===== config.mk =====
export PLATFORM = sky130hd
export DESIGN_NAME = fracBaudGen
export DESIGN_NICKNAME = d
export VERILOG_FILES = /design/src/rtl/fracBaudPkg.sv /design/src/rtl/fbgPhaseCtl.sv /design/src/rtl/fbgTickPath.sv /design/src/rtl/fracBaudGen.sv
export SDC_FILE = /design/constraint.sdc
export NUM_CORES = 1
export LEC_CHECK = 0
export BUFFER_PORTS_ARGS = -buffer_cell sky130_fd_sc_hd__buf_2
export CAP_MARGIN = 20
export CELL_PAD_IN_SITES_DETAIL_PLACEMENT = 1
export CELL_PAD_IN_SITES_GLOBAL_PLACEMENT = 1
export CORE_ASPECT_RATIO = 0.7
export CORE_MARGIN = 3
export CORE_UTILIZATION = 30
export CTS_BUF_LIST = sky130_fd_sc_hd__clkbuf_8
export CTS_CLUSTER_DIAMETER = 150
export DETAILED_ROUTE_END_ITERATION = 6
export GPL_TIMING_DRIVEN = 0
export PLACE_DENSITY = 0.68
export RECOVER_POWER = 25
export SYNTH_ARGS = -nofsm -noshare
export SYNTH_HDL_FRONTEND = slang
export SYNTH_SLANG_ARGS = --single-unit

===== constraint.sdc =====
create_clock -name clk -period 2.6 [get_ports clk]
set_clock_uncertainty 0.05 [all_clocks]
set_input_delay 0.39 -clock clk [delete_from_list [all_inputs] [get_ports clk]]
set_output_delay 0.39 -clock clk [all_outputs]
set_load 0.1 [all_outputs]

===== src/rtl/fracBaudPkg.sv =====
package fracBaudPkg;
  typedef struct packed {
    logic count;   // divided enable with counter non-zero: decrement
    logic reload;  // divided enable with counter at zero: reload and tick
  } baudStrobes_t;
endpackage


===== src/rtl/fbgPhaseCtl.sv =====
module fbgPhaseCtl
  import fracBaudPkg::*;
#(
  parameter int FRAC_W = 9
) (
  input  logic              clk,
  input  logic              rst,
  input  logic              run,
  input  logic              fracModeIn,
  input  logic [FRAC_W-1:0] fracValIn,
  input  logic              cntZero,
  output baudStrobes_t      strobes
);
  localparam int HALF = 2 ** (FRAC_W - 1);

  logic [FRAC_W-1:0] acc;
  logic [FRAC_W-1:0] curFrac;
  logic              curMode;
  logic [FRAC_W:0]   sum;
  logic              bypass;
  logic              divEn;

  always_comb begin
    bypass         = !curMode || (curFrac == '0);
    sum            = {1'b0, acc} + {1'b0, curFrac};
    divEn          = run && (bypass || sum[FRAC_W]);
    strobes.reload = divEn && cntZero;
    strobes.count  = divEn && !cntZero;
  end

  always_ff @(posedge clk) begin
    if (rst) begin
      acc     <= '0;
      curFrac <= '0;
      curMode <= 1'b0;
    end else begin
      if (run) acc <= bypass ? '0 : sum[FRAC_W-1:0];
      if (strobes.reload) begin
        curFrac <= fracValIn;
        curMode <= fracModeIn;
      end
    end
  end


  cfgHold_chk: assert property (@(posedge clk) disable iff (rst)
    !strobes.reload |=> ($stable(curFrac) && $stable(curMode)));

  freezeAcc_chk: assert property (@(posedge clk) disable iff (rst)
    !run |=> $stable(acc));

  accWrap_chk: assert property (@(posedge clk) disable iff (rst)
    (run && !bypass && divEn) |=> (acc < $past(acc)));

  accRise_chk: assert property (@(posedge clk) disable iff (rst)
    (run && !bypass && !divEn) |=> (acc > $past(acc)));

  slowSpacing_chk: assert property (@(posedge clk) disable iff (rst)
    (!bypass && int'(curFrac) <= HALF && divEn && !strobes.reload) |=> !divEn);
endmodule


===== src/rtl/fbgTickPath.sv =====
module fbgTickPath
  import fracBaudPkg::*;
#(
  parameter int BG_W = 13,
  parameter int OVS  = 16
) (
  input  logic            clk,
  input  logic            rst,
  input  baudStrobes_t    strobes,
  input  logic [BG_W-1:0] reloadVal,
  output logic            cntZero,
  output logic            ovsTick,
  output logic            bitTick
);
  localparam int OVS_W = (OVS > 1) ? $clog2(OVS) : 1;
  localparam logic [OVS_W-1:0] OVS_LAST = OVS_W'(OVS - 1);

  logic [BG_W-1:0]  cnt;
  logic [OVS_W-1:0] ovsCnt;
  logic             ovsWrap;

  assign cntZero = (cnt == '0);

  generate
    if (OVS > 1) begin : g_div
      assign ovsWrap = (ovsCnt == OVS_LAST);
    end else begin : g_nodiv
      assign ovsWrap = 1'b1;
    end
  endgenerate

  always_ff @(posedge clk) begin
    if (rst) begin
      cnt     <= '0;
      ovsCnt  <= '0;
      ovsTick <= 1'b0;
      bitTick <= 1'b0;
    end else begin
      ovsTick <= strobes.reload;
      bitTick <= strobes.reload && ovsWrap;
      if (strobes.reload) begin
        cnt    <= reloadVal;
        ovsCnt <= ovsWrap ? '0 : ovsCnt + 1'b1;
      end else if (strobes.count) begin
        cnt <= cnt - 1'b1;
      end
    end
  end


  countDown_chk: assert property (@(posedge clk) disable iff (rst)
    strobes.count |=> (cnt == $past(cnt) - 1'b1));

  tickCause_chk: assert property (@(posedge clk) disable iff (rst)
    ovsTick |-> $past(cntZero));

  bitWithOvs_chk: assert property (@(posedge clk) disable iff (rst)
    bitTick |-> ovsTick);

  bitSingle_chk: assert property (@(posedge clk) disable iff (rst)
    bitTick |=> !bitTick);
endmodule


===== src/rtl/fracBaudGen.sv =====
module fracBaudGen
  import fracBaudPkg::*;
#(
  parameter int FRAC_W = 9,
  parameter int BG_W   = 13,
  parameter int OVS    = 16
) (
  input  logic              clk,
  input  logic              rst,
  input  logic              run,
  input  logic              fracMode,
  input  logic [FRAC_W-1:0] fracVal,
  input  logic [BG_W-1:0]   reloadVal,
  output logic              ovsTick,
  output logic              bitTick
);
  baudStrobes_t strobes;
  logic         cntZero;

  fbgPhaseCtl #(.FRAC_W(FRAC_W)) i_ctl (
    .clk(clk), .rst(rst), .run(run),
    .fracModeIn(fracMode), .fracValIn(fracVal),
    .cntZero(cntZero), .strobes(strobes)
  );

  fbgTickPath #(.BG_W(BG_W), .OVS(OVS)) i_path (
    .clk(clk), .rst(rst), .strobes(strobes), .reloadVal(reloadVal),
    .cntZero(cntZero), .ovsTick(ovsTick), .bitTick(bitTick)
  );


  frozenQuiet_chk: assert property (@(posedge clk) disable iff (rst)
    !run |=> !ovsTick);
endmodule


---- After elaboration in Yosys (flattened, before gate mapping) ----
Index checks and enable logic that the tools add are counted.
W data, S select, Z words.
storage, ports and cells
  register bits ........................... 38
  word-level logic and storage cells ...... 26
cells by class
  add/subtract/negate cells ............... 3
  eq/ne operators ......................... 1
  muxes and demuxes ....................... 4
  reduce and logical (&&, ||, !) cells .... 11
operators with widths
  cell                     number
  $mux W13                 2
  $logic_not A13 Y1        1
  $sub A13 B1 Y13 const B  1
  $add A9 B9 Y10           1
  $logic_not A9 Y1         1
  $mux W9                  1
  $add A4 B1 Y4 const B    1
  $eq A4 B4 Y1 const B     1
  $logic_and A1 B1 Y1      4
  $mux W4                  1
  $logic_not A1 Y1         2
  $logic_or A1 B1 Y1       2
  $reduce_bool A2 Y1       1

---- Longest topological paths before layout ----
Gate-level depths: netlist of the first run.
  word-level depth ........................ 7
  depth in mapped cells ................... 9
  mapped depth without buffers ............ 9

---- Modules after synthesis ----
A second synthesis of the first run with hierarchy kept.
second synthesis, totals
  cell total of the unflattened synthesis .. 249
  area, all modules ....................... 2301.0 µm²
by module, submodules not included
  module       times used  cells an instance  area an instance (µm²)  sequential area each (µm²)
  fbgPhaseCtl  1           132                1267.5                  380.4
  fbgTickPath  1           117                1033.5                  380.4

---- Worst setup path before layout of the first run ----
No wires, ideal clock.
  path type ............................... register to register
  start ................................... reg i_ctl.curFrac[2]
  end ..................................... reg i_path.cnt[3]
  arrival time ............................ 2.309 ns
  path slack .............................. 0.125 ns
  cell stages (with the launch flop) ...... 10
  buffers on the path ..................... 2
  cells stage by stage .................... dfxtp_1 -> ha_1 -> and3_1 -> a2111oi_2 -> o2111a_1 -> nand2b_1 -> buf_2 -> buf_2 -> nor3_1 -> a31o_2
between the ends
  cells in the longest elaborated chain, start to end .. 6
  elaborated cells on any way between the ends .. 9
  classes of those cells .................. add/sub (1); mux (1); reduce/logical (7)
RTL lines
  item                                                                    line                                  RTL
  from (decl)                                                             fbgPhaseCtl.sv:17                     logic [FRAC_W-1:0] curFrac;
  from (signal assigned)                                                  fbgPhaseCtl.sv:39                     curFrac <= fracValIn;
  parallel branches: the longest is 2 deep, another holds $add A9 B9 Y10  n/a
  $logic_or A1 B1 Y1 (*)                                                  fbgPhaseCtl.sv:26                     divEn = run && (bypass || sum[FRAC_W]);
  $logic_and A1 B1 Y1 (*)                                                 fbgPhaseCtl.sv:26
  $logic_and A1 B1 Y1, on equally long branches                           fbgPhaseCtl.sv:27, fbgPhaseCtl.sv:28
  $mux W13 or $reduce_bool A2 Y1 (tied branches)                          n/a
  to (signal assigned)                                                    fbgTickPath.sv:42                     cnt <= reloadVal;
  to (signal assigned)                                                    fbgTickPath.sv:45                     cnt <= cnt - 1'b1;
  to (decl)                                                               fbgTickPath.sv:18                     logic [BG_W-1:0] cnt;
Every way passes the cells marked *.
A chain may end at the register's enable or synchronous reset.

---- Final worst setup path of the first run ----
  start ................................... reg i_path.cnt[0]
  end ..................................... reg i_ctl.curFrac[4]
between the ends
  cells in the longest elaborated chain, start to end .. 2
RTL lines
  item                 line               RTL
  $logic_not A13 Y1    fbgTickPath.sv:22  assign cntZero = (cnt == '0);
  $logic_and A1 B1 Y1  fbgPhaseCtl.sv:27  strobes.reload = divEn && cntZero;
No other way between the ends.

==> results of run 1 <==
[worst paths after layout]
check                   start                to  cells after the start
min reg2reg  i_path.ovsCnt[3]    i_path.bitTick                      2
max             i_path.cnt[0]  i_ctl.curFrac[4]                      9
min                fracVal[0]  i_ctl.curFrac[0]                      3
max reg2reg     i_path.cnt[0]  i_ctl.curFrac[4]                      9
[per-layer routing]
metal | share of wire [%] | vias to the layer above | wire length, um
li1 | - | 981 | -
met1 | 55 | 942 | 3390
met2 | 42 | 21 | 2630
met3 | 2.2 | 4 | 136
met4 | 0.79 | 0 | 49
met5 | 0 | - | 0
[sequential cells by signal, summed over array words and instances (netlist names)]
| register | flops |
|---|---|
| i_path.bitTick | 1 |
| i_ctl.curMode | 1 |
| i_ctl.curFrac | 9 |
| i_path.ovsTick | 1 |
| i_path.cnt | 13 |
| i_path.ovsCnt | 4 |
| i_ctl.acc | 9 |
[placed cells by master (no fill, tap or decap), drive strengths merged, types with 2 or more instances in the layout]
cell,count
dfxtp,38
nor2,36
buf,36
a21oi,18
clkbuf,16
mux2i,15
o21ai,12
inv,11
ha,11
nor3,11
nand2,9
or4,6
xnor2,5
a22oi,5
and2,5
or3,5
and3,4
o41ai,4
a31o,4
nand3,3
a211oi,3
nand2b,3
a31oi,2
nor2b,2
o31ai,2
o311ai,2
o32ai,2
bufinv,2
nor4,2
[report_power, final]
group	switching [uW]	total, uW	internal (uW)
Clock	236	621	385
Combinational	686	1260	571
Sequential	138	849	710
Total	1060	2730	1670
[final cells by class]
class | count | share of cell area, %
multi-input combinational | 184 | 49.1
sequential | 38 | 29.2
timing repair buffer | 36 | 8.05
tap | 91 | 4.36
clock buffer | 5 | 2.64
clock inverter | 3 | 2.64
buffer | 11 | 2.35
inverter | 11 | 1.58
[critical path, stage by stage, from the launching register on]
cell and delay, ns:
dfxtp_2 0.34, inv_1 0.08, ha_2 0.17, or4b_4 0.48, nand2b_4 0.18, or3_4 0.36
nor3_4 0.26, buf_6 0.19, mux2i_1 0.20, nor2_1 0.05
[through the flow]
stage / setup slack (ns) / std cells / TNS (ns)
after floorplan: 0.125 / 244 / 0
after global placement: -0.238 / 361 / -2.58
after detailed placement: -0.224 / 361 / -2.94
after CTS: 0.00933 / 375 / 0
after global routing: 0.000175 / 379 / 0
final: 0.0905 / 379 / 0
[logic make-up (layout without fill, tap and decap cells)]
group                    Yosys count  count (layout)  synth area share, %
buffers and inverters             22              66                 4.41
multiplexers                      15              15                 7.15
XOR/XNOR                           5               5                 2.08
flip-flops                        38              38                 36.2
AO/OA/AOI/OAI                     61              61                 19.5
adder cells (fa/ha/maj)           12              12                 7.50
AND/OR/NAND/NOR                   91              91                 23.2
[what timing repair did]
item,in CTS,in global routing
gates cloned,1,0
pin swaps,3,3
hold buffers,0,0
setup endpoints to repair,22,22
buffers inserted,5,4
gates resized for setup,7,10
==> reports/metrics.cfg, run 1 <==
[floorplan]
core_area_mm2 = 0.00649
num_rows = 24
die_area_mm2 = 0.00806
die_w_um = 106
ios = 28
start_util_pct = 32.4
fp.dieH_um = 76.0

[sta]
slew_violations = 0
clock.fmax_mhz = 398
max_slew_margin_pct = 18.8
setup_violations = 0
whs_ns = 0.275
post-route-period-util_pct = 96.5
fin_crit_ns = 2.51
rsz0062_at_grt = false
hold_viol = 0
worst_slew_pin_slew_ns = 1.22

[outcome]
status = finished clean

[place]
post-dp-hpwl_mm = 4.32
placed_area_mm2 = 0.00234
finalWeightedCongestion = 0.765
io_buffers = 26

[global_route]
busiest_layer = met1
use_met2_pct = 22.1
grt_pass1_vias = 1914
use_met1_pct = 23.4
grt_pass1_wl_mm = 9.97
grt_max_degree = 14
grt_util_all_layers_pct = 15.3
antenna_found_initial = 0
use_met3_pct = 2.62
grt-ovfl-total = 0

[setup_path]
r2r_slack_ns = 0.09
cp.required_ns = 2.71
cp.arrival_ns = 2.62
path_class = reg -> reg
cp_max_fo = 5
start_kind = flop
crit_path_end_kind = flop

[logic_synthesis]
ys.flop_type = dfxtp_1
synth_top_area_share_pct = 36.2
yosysMostFrequentCell = dfxtp_1
ys_types = 48
synthArstFlopShare_pct = 0
ys_top_cells_by_count = 38 x dfxtp_1, 36 x nor2_1, 18 x a21oi_1
synth-edff-count = 0
synth_nets = 282
yosysWarnings = 0
ys_seq_area_share_pct = 36.2
synth.avg_cell_area_um2 = 8.61
netlist_instances = 244
yosysTopAreaCell = dfxtp_1
synth.area.top_cells = dfxtp_1 36%, mux2i_1 7.1%, ha_1 6.6%
synth-seq-cells = 38
syn-cell-area_mm2 = 0.00210

[routing]
vias_per_cell = 5.14
dr.pass1.iters = 4
drc_errors = 0
drt_iter0_markers = 51
num_vias = 1948
wire_per_inst_um = 16.4
antenna_left = 0
wl_mm = 6.21

[layout]
num-fill-cells = 786
fin_nets = 325
area_growth_pct = 24.2
drive_gt1_share_pct = 22.2
stdcell_area_mm2 = 0.00261
multi_input_area_mm2 = 0.00128
fin_util_pct = 40.2
diodes = 0
seq_area_um2 = 763

[clock_tree]
path_clk_slew_ns = 0.09
cts_buffer_depth = 2
cts_tree = done
clk_latency_ns = 0.30
cts_buffers = 5
cts_num_sinks = 38
cts-root-buf = clkbuf_8
htree_num_levels = 2

[power]
p_total_uw = 2730
ir_worst_vdd_mv = 0.332
p_leak_uw = 0.00104
power_density_mw_per_mm2 = 1040

[job]
drv_cap = 0

[hold_path]
hp-class = in -> reg

Note: power is estimated with default switching activity, not from simulation.
==> run 2, diff against run 1 <==
--- a/config.mk
+++ b/config.mk
@@ -10,13 +10,12 @@
 export CELL_PAD_IN_SITES_DETAIL_PLACEMENT = 1
 export CELL_PAD_IN_SITES_GLOBAL_PLACEMENT = 1
 export CORE_ASPECT_RATIO = 0.7
-export CORE_MARGIN = 3
-export CORE_UTILIZATION = 30
+export CORE_UTILIZATION = 40
 export CTS_BUF_LIST = sky130_fd_sc_hd__clkbuf_8
 export CTS_CLUSTER_DIAMETER = 150
 export DETAILED_ROUTE_END_ITERATION = 6
 export GPL_TIMING_DRIVEN = 0
-export PLACE_DENSITY = 0.68
+export PLACE_DENSITY = 0.84
 export RECOVER_POWER = 25
 export SYNTH_ARGS = -nofsm -noshare
 export SYNTH_HDL_FRONTEND = slang
==> reports/metrics.cfg, run 2 (same netlist as run 1, synthesis figures left out) <==
[outcome]
status = finished with violations
violations = setup timing

[routing]
wire_per_inst_um = 18.0
antenna_left = 0
drc_errors = 0
drt_iter0_markers = 103
vias_per_cell = 5.85
wl_mm = 6.44
dr.pass1.iters = 4
num_vias = 2094

[layout]
reg.largest.list = i_path.cnt: 13 flops, i_ctl.acc: 9 flops, i_ctl.curFrac: 9 flops
mostFrequentLayoutCells = 36 x nor2_1, 35 x dfxtp_1, 24 x buf_2
drive_gt1_share_pct = 24.6
largest_reg_flops = 13
area_growth_pct = 23.7
layout.cells.non_filler = 358
top_register = i_path.cnt
final_common_cell = nor2_1
fin_nets = 326
diodes = 0
fin_util_pct = 52.9

[setup_path]
startpoint = i_path.cnt[0]
cp.arrival_ns = 2.77
cp.required_ns = 2.71
timing.rr.end = i_path.ovsCnt[0]
start_kind = flop
crit_path_end_kind = flop
worstSetupEndpoint = i_path.ovsCnt[0]
reg2reg_from = i_path.cnt[0]
cp_max_fo = 5
rr_worst_depth = 9
r2r_slack_ns = -0.06
path_class = reg -> reg

[global_route]
grt_util_all_layers_pct = 24.1
grt_pass1_wl_mm = 10.2
grt_pass1_vias = 2044
grt_max_degree = 12
grt-ovfl-total = 0
antenna_found_initial = 0

[sta]
rsz0062_at_grt = true
setup_violations = 3
tns_ns = -0.0837
max_slew_margin_pct = 22.7
fin_crit_ns = 2.66
layout_setup_ws_ns = -0.0592
clock.fmax_mhz = 376
post-route-period-util_pct = 102
hold_viol = 0
worst_slew_pin_slew_ns = 1.16
slew_violations = 0
whs_ns = 0.284

[place]
place_ws_ns = -0.238
dp.cells = 339
post-dp-hpwl_mm = 4.18
io_buffers = 26
finalWeightedCongestion = 0.789

[clock_tree]
cts-root-buf = clkbuf_8
cts_buffer_depth = 2
clk_latency_ns = 0.29
path_clk_slew_ns = 0.08
cts_tree = done
cts_buffers = 5
htree_num_levels = 2
cts_num_sinks = 38

[job]
drv_cap = 0

[power]
p_leak_uw = 0.00102
internal_power_uw = 1530
clock_power_share_pct = 16.3
pwr-share-comb_pct = 51.5
switching_share_pct = 42.2
power_density_mw_per_mm2 = 1020
ir_worst_vdd_mv = 0.490
seqPwrFrac_pct = 32.3
switchingPower_uw = 1110

[floorplan]
die_area_mm2 = 0.00555
fp.dieH_um = 62.6
core_area_mm2 = 0.00491
start_util_pct = 42.8
num_rows = 21
die_w_um = 88.6
ios = 28

[hold_path]
hp-class = in -> reg

## run 2: through the flow
stage	power [uW]	area (um^2)
2_1_floorplan	1650	2100
3_3_place_gp	1890	2320
3_5_place_dp	1920	2320
4_1_cts	2450	2470
5_1_grt	2810	2600
6_report	2640	2600
## run 2: power by group through the flow
stage               sequential [uW]  clock [uW]  combinational, uW
floorplan                       837           0                809
global placement                846           0               1040
detailed placement              851           0               1070
CTS                             841         430               1170
global route                    869         463               1470
finish                          852         429               1360
## run 2: area by class of cell
class / instances / area, um^2
buffer: 11 / 63.8
inverter: 11 / 41.3
multi-input combinational: 184 / 1330
timing repair buffer: 37 / 218
fill: 601 / 2310
clock buffer: 6 / 82.6
tap: 69 / 86.3
sequential: 38 / 764
clock inverter: 2 / 8.76
## run 2: how the worst min path moves through the flow
stage          slack [ns]               end  depth (start not counted)              from
3_5_place_dp         0.43    i_path.bitTick                          2  i_path.ovsCnt[3]
5_1_grt              0.29  i_ctl.curFrac[5]                          3        fracVal[5]
6_report             0.28  i_ctl.curFrac[0]                          3        fracVal[0]
2_1_floorplan        0.40     i_path.cnt[7]                          2     i_path.cnt[7]
3_3_place_gp         0.42     i_path.cnt[7]                          2     i_path.cnt[7]
4_1_cts              0.28  i_ctl.curFrac[0]                          3        fracVal[0]
## run 2: worst max-delay path: stages (launching register included)
cell and delay [ns]:
dfxtp_2 0.34, inv_2 0.07, ha_4 0.14, or4b_4 0.51
nand2b_4 0.18, or3_4 0.41, nor3_4 0.31, buf_6 0.20
mux2i_2 0.25, nor2_1 0.07
## run 2: routing by layer
metal  routed length, um  track usage, %  up-vias
met5                   0               0        -
met4                  85            6.85        0
met2                2950            35.5       48
met1                3060            35.4     1056
li1                    -               -      979
met3                 346            4.49       11
## run 2: repair_timing
| item | CTS | global route |
|---|---|---|
| gates cloned | 1 | 0 |
| gates resized for setup | 7 | 22 |
| pin swaps | 4 | 5 |
| hold buffers | 0 | 0 |
| endpoints found under the setup margin | 22 | 22 |
| setup buffers | 4 | 6 |
==> run 3, diff against run 2 <==
--- a/config.mk
+++ b/config.mk
@@ -10,12 +10,11 @@
 export CELL_PAD_IN_SITES_DETAIL_PLACEMENT = 1
 export CELL_PAD_IN_SITES_GLOBAL_PLACEMENT = 1
 export CORE_ASPECT_RATIO = 0.7
-export CORE_UTILIZATION = 40
-export CTS_BUF_LIST = sky130_fd_sc_hd__clkbuf_8
+export CORE_UTILIZATION = 39
 export CTS_CLUSTER_DIAMETER = 150
 export DETAILED_ROUTE_END_ITERATION = 6
 export GPL_TIMING_DRIVEN = 0
-export PLACE_DENSITY = 0.84
+export PLACE_DENSITY = 0.82
 export RECOVER_POWER = 25
 export SYNTH_ARGS = -nofsm -noshare
 export SYNTH_HDL_FRONTEND = slang
==> reports/metrics.cfg, run 3 (same netlist as run 1, synthesis figures left out) <==
[power]
switching_share_pct = 41.7
pwr-share-comb_pct = 49.3
clock_power_share_pct = 17.2
power_density_mw_per_mm2 = 996
ir_worst_vdd_mv = 0.446
switchingPower_uw = 1060
seqPwrFrac_pct = 33.5
internal_power_uw = 1480
p_leak_uw = 0.00103

[sta]
clock.fmax_mhz = 392
max_slew_margin_pct = 21.5
fin_crit_ns = 2.55
rsz0062_at_grt = true
hold_viol = 0
slew_violations = 0
setup_violations = 0
whs_ns = 0.282
post-route-period-util_pct = 98.1
worst_slew_pin_slew_ns = 1.18

[routing]
vias_per_cell = 5.67
drt_iter0_markers = 157
wl_mm = 6.41
dr.pass1.iters = 4
num_vias = 2024
wire_per_inst_um = 18.0
antenna_left = 0
drc_errors = 0

[clock_tree]
cts_tree = done
cts_num_sinks = 38
path_clk_slew_ns = 0.08
htree_num_levels = 2
clk_latency_ns = 0.30
cts-root-buf = clkbuf_8
cts_buffer_depth = 2
cts_buffers = 5

[global_route]
grt_util_all_layers_pct = 23.8
grt_pass1_wl_mm = 10.6
grt-ovfl-total = 0
antenna_found_initial = 0
grt_pass1_vias = 2112
grt_max_degree = 12

[setup_path]
cp.required_ns = 2.72
crit_path_end_kind = flop
cp_max_fo = 8
cp.arrival_ns = 2.67
start_kind = flop
path_class = reg -> reg

[floorplan]
ios = 28
core_area_mm2 = 0.00497
start_util_pct = 42.3
die_w_um = 89.7
die_area_mm2 = 0.00569
num_rows = 21
fp.dieH_um = 63.4

[layout]
fin_nets = 325
reg.largest.list = i_path.cnt: 13 flops, i_ctl.acc: 9 flops, i_ctl.curFrac: 9 flops
area_growth_pct = 21.0
diodes = 0
top_register = i_path.cnt
fin_util_pct = 51.2
drive_gt1_share_pct = 22.6
largest_reg_flops = 13
mostFrequentLayoutCells = 35 x nor2_1, 35 x dfxtp_1, 25 x buf_2

[place]
io_buffers = 26
finalWeightedCongestion = 0.799
post-dp-hpwl_mm = 4.45

[outcome]
status = finished clean

[job]
drv_cap = 0

[hold_path]
hp-class = in -> reg

==> run 3: metrics by stage <==
| stage | area (um^2) | setup slack (ns) | instances | total power (uW) | TNS (ns) |
|---|---|---|---|---|---|
| final | 2540 | 0.0498 | 357 | 2530 | 0 |
| after detailed placement | 2320 | -0.293 | 339 | 1930 | -3.14 |
| after global placement | 2320 | -0.221 | 339 | 1890 | -2.21 |
| after CTS | 2470 | -0.000996 | 351 | 2430 | -0.000996 |
| after floorplan | 2100 | 0.125 | 244 | 1650 | 0 |
| after global routing | 2540 | -0.0365 | 357 | 2720 | -0.272 |
==> run 3: layout make-up <==
| type | count | area, um^2 |
|---|---|---|
| Inverter | 11 | 41.3 |
| Buffer | 11 | 58.8 |
| Multi-Input combinational cell | 184 | 1290 |
| Tap cell | 69 | 86.3 |
| Clock inverter | 1 | 5.00 |
| Timing Repair Buffer | 36 | 210 |
| Sequential cell | 38 | 764 |
| Fill cell | 613 | 2420 |
| Clock buffer | 7 | 86.3 |
==> run 3: metal layers <==
| metal | up-vias | track usage, % | wire length, um |
|---|---|---|---|
| met5 | - | 0 | 0 |
| met4 | 0 | 8.20 | 105 |
| met3 | 11 | 3.99 | 341 |
| met2 | 56 | 37.2 | 2860 |
| met1 | 974 | 33.1 | 3100 |
| li1 | 983 | - | - |
==> run 3: path summary, 6_finish.rpt <==
path,depth (start not counted),end,startpoint,slack [ns]
max reg2reg,9,i_path.ovsCnt[0],i_path.cnt[1],0.05
min reg2reg,2,i_path.bitTick,i_path.ovsCnt[3],0.44
max,9,i_path.ovsCnt[0],i_path.cnt[1],0.05
min,3,i_ctl.curFrac[2],fracVal[2],0.28
==> run 3: power by group through the flow <==
stage | sequential [uW] | combinational [uW] | clock (uW)
finish | 848 | 1250 | 436
detailed placement | 852 | 1070 | 0
global route | 867 | 1380 | 469
global placement | 847 | 1050 | 0
floorplan | 837 | 809 | 0
CTS | 838 | 1150 | 444
==> run 3: worst max-delay path, stage by stage (launching register included) <==
cell and delay [ns]:
dfxtp_2 0.34, inv_2 0.08, ha_4 0.13, or4b_4 0.50, nand2b_4 0.20, or3_4 0.41, nor3_4 0.28, buf_6 0.18
mux2i_1 0.20, nor2_1 0.06
==> run 3: timing repair <==
action                                  4_1_cts  5_1_grt
hold buffers                                  0        0
setup buffers                                 3        6
pin swaps                                     3        5
cloned                                        1        0
gates resized for setup                       8       10
endpoints found under the setup margin       19       22
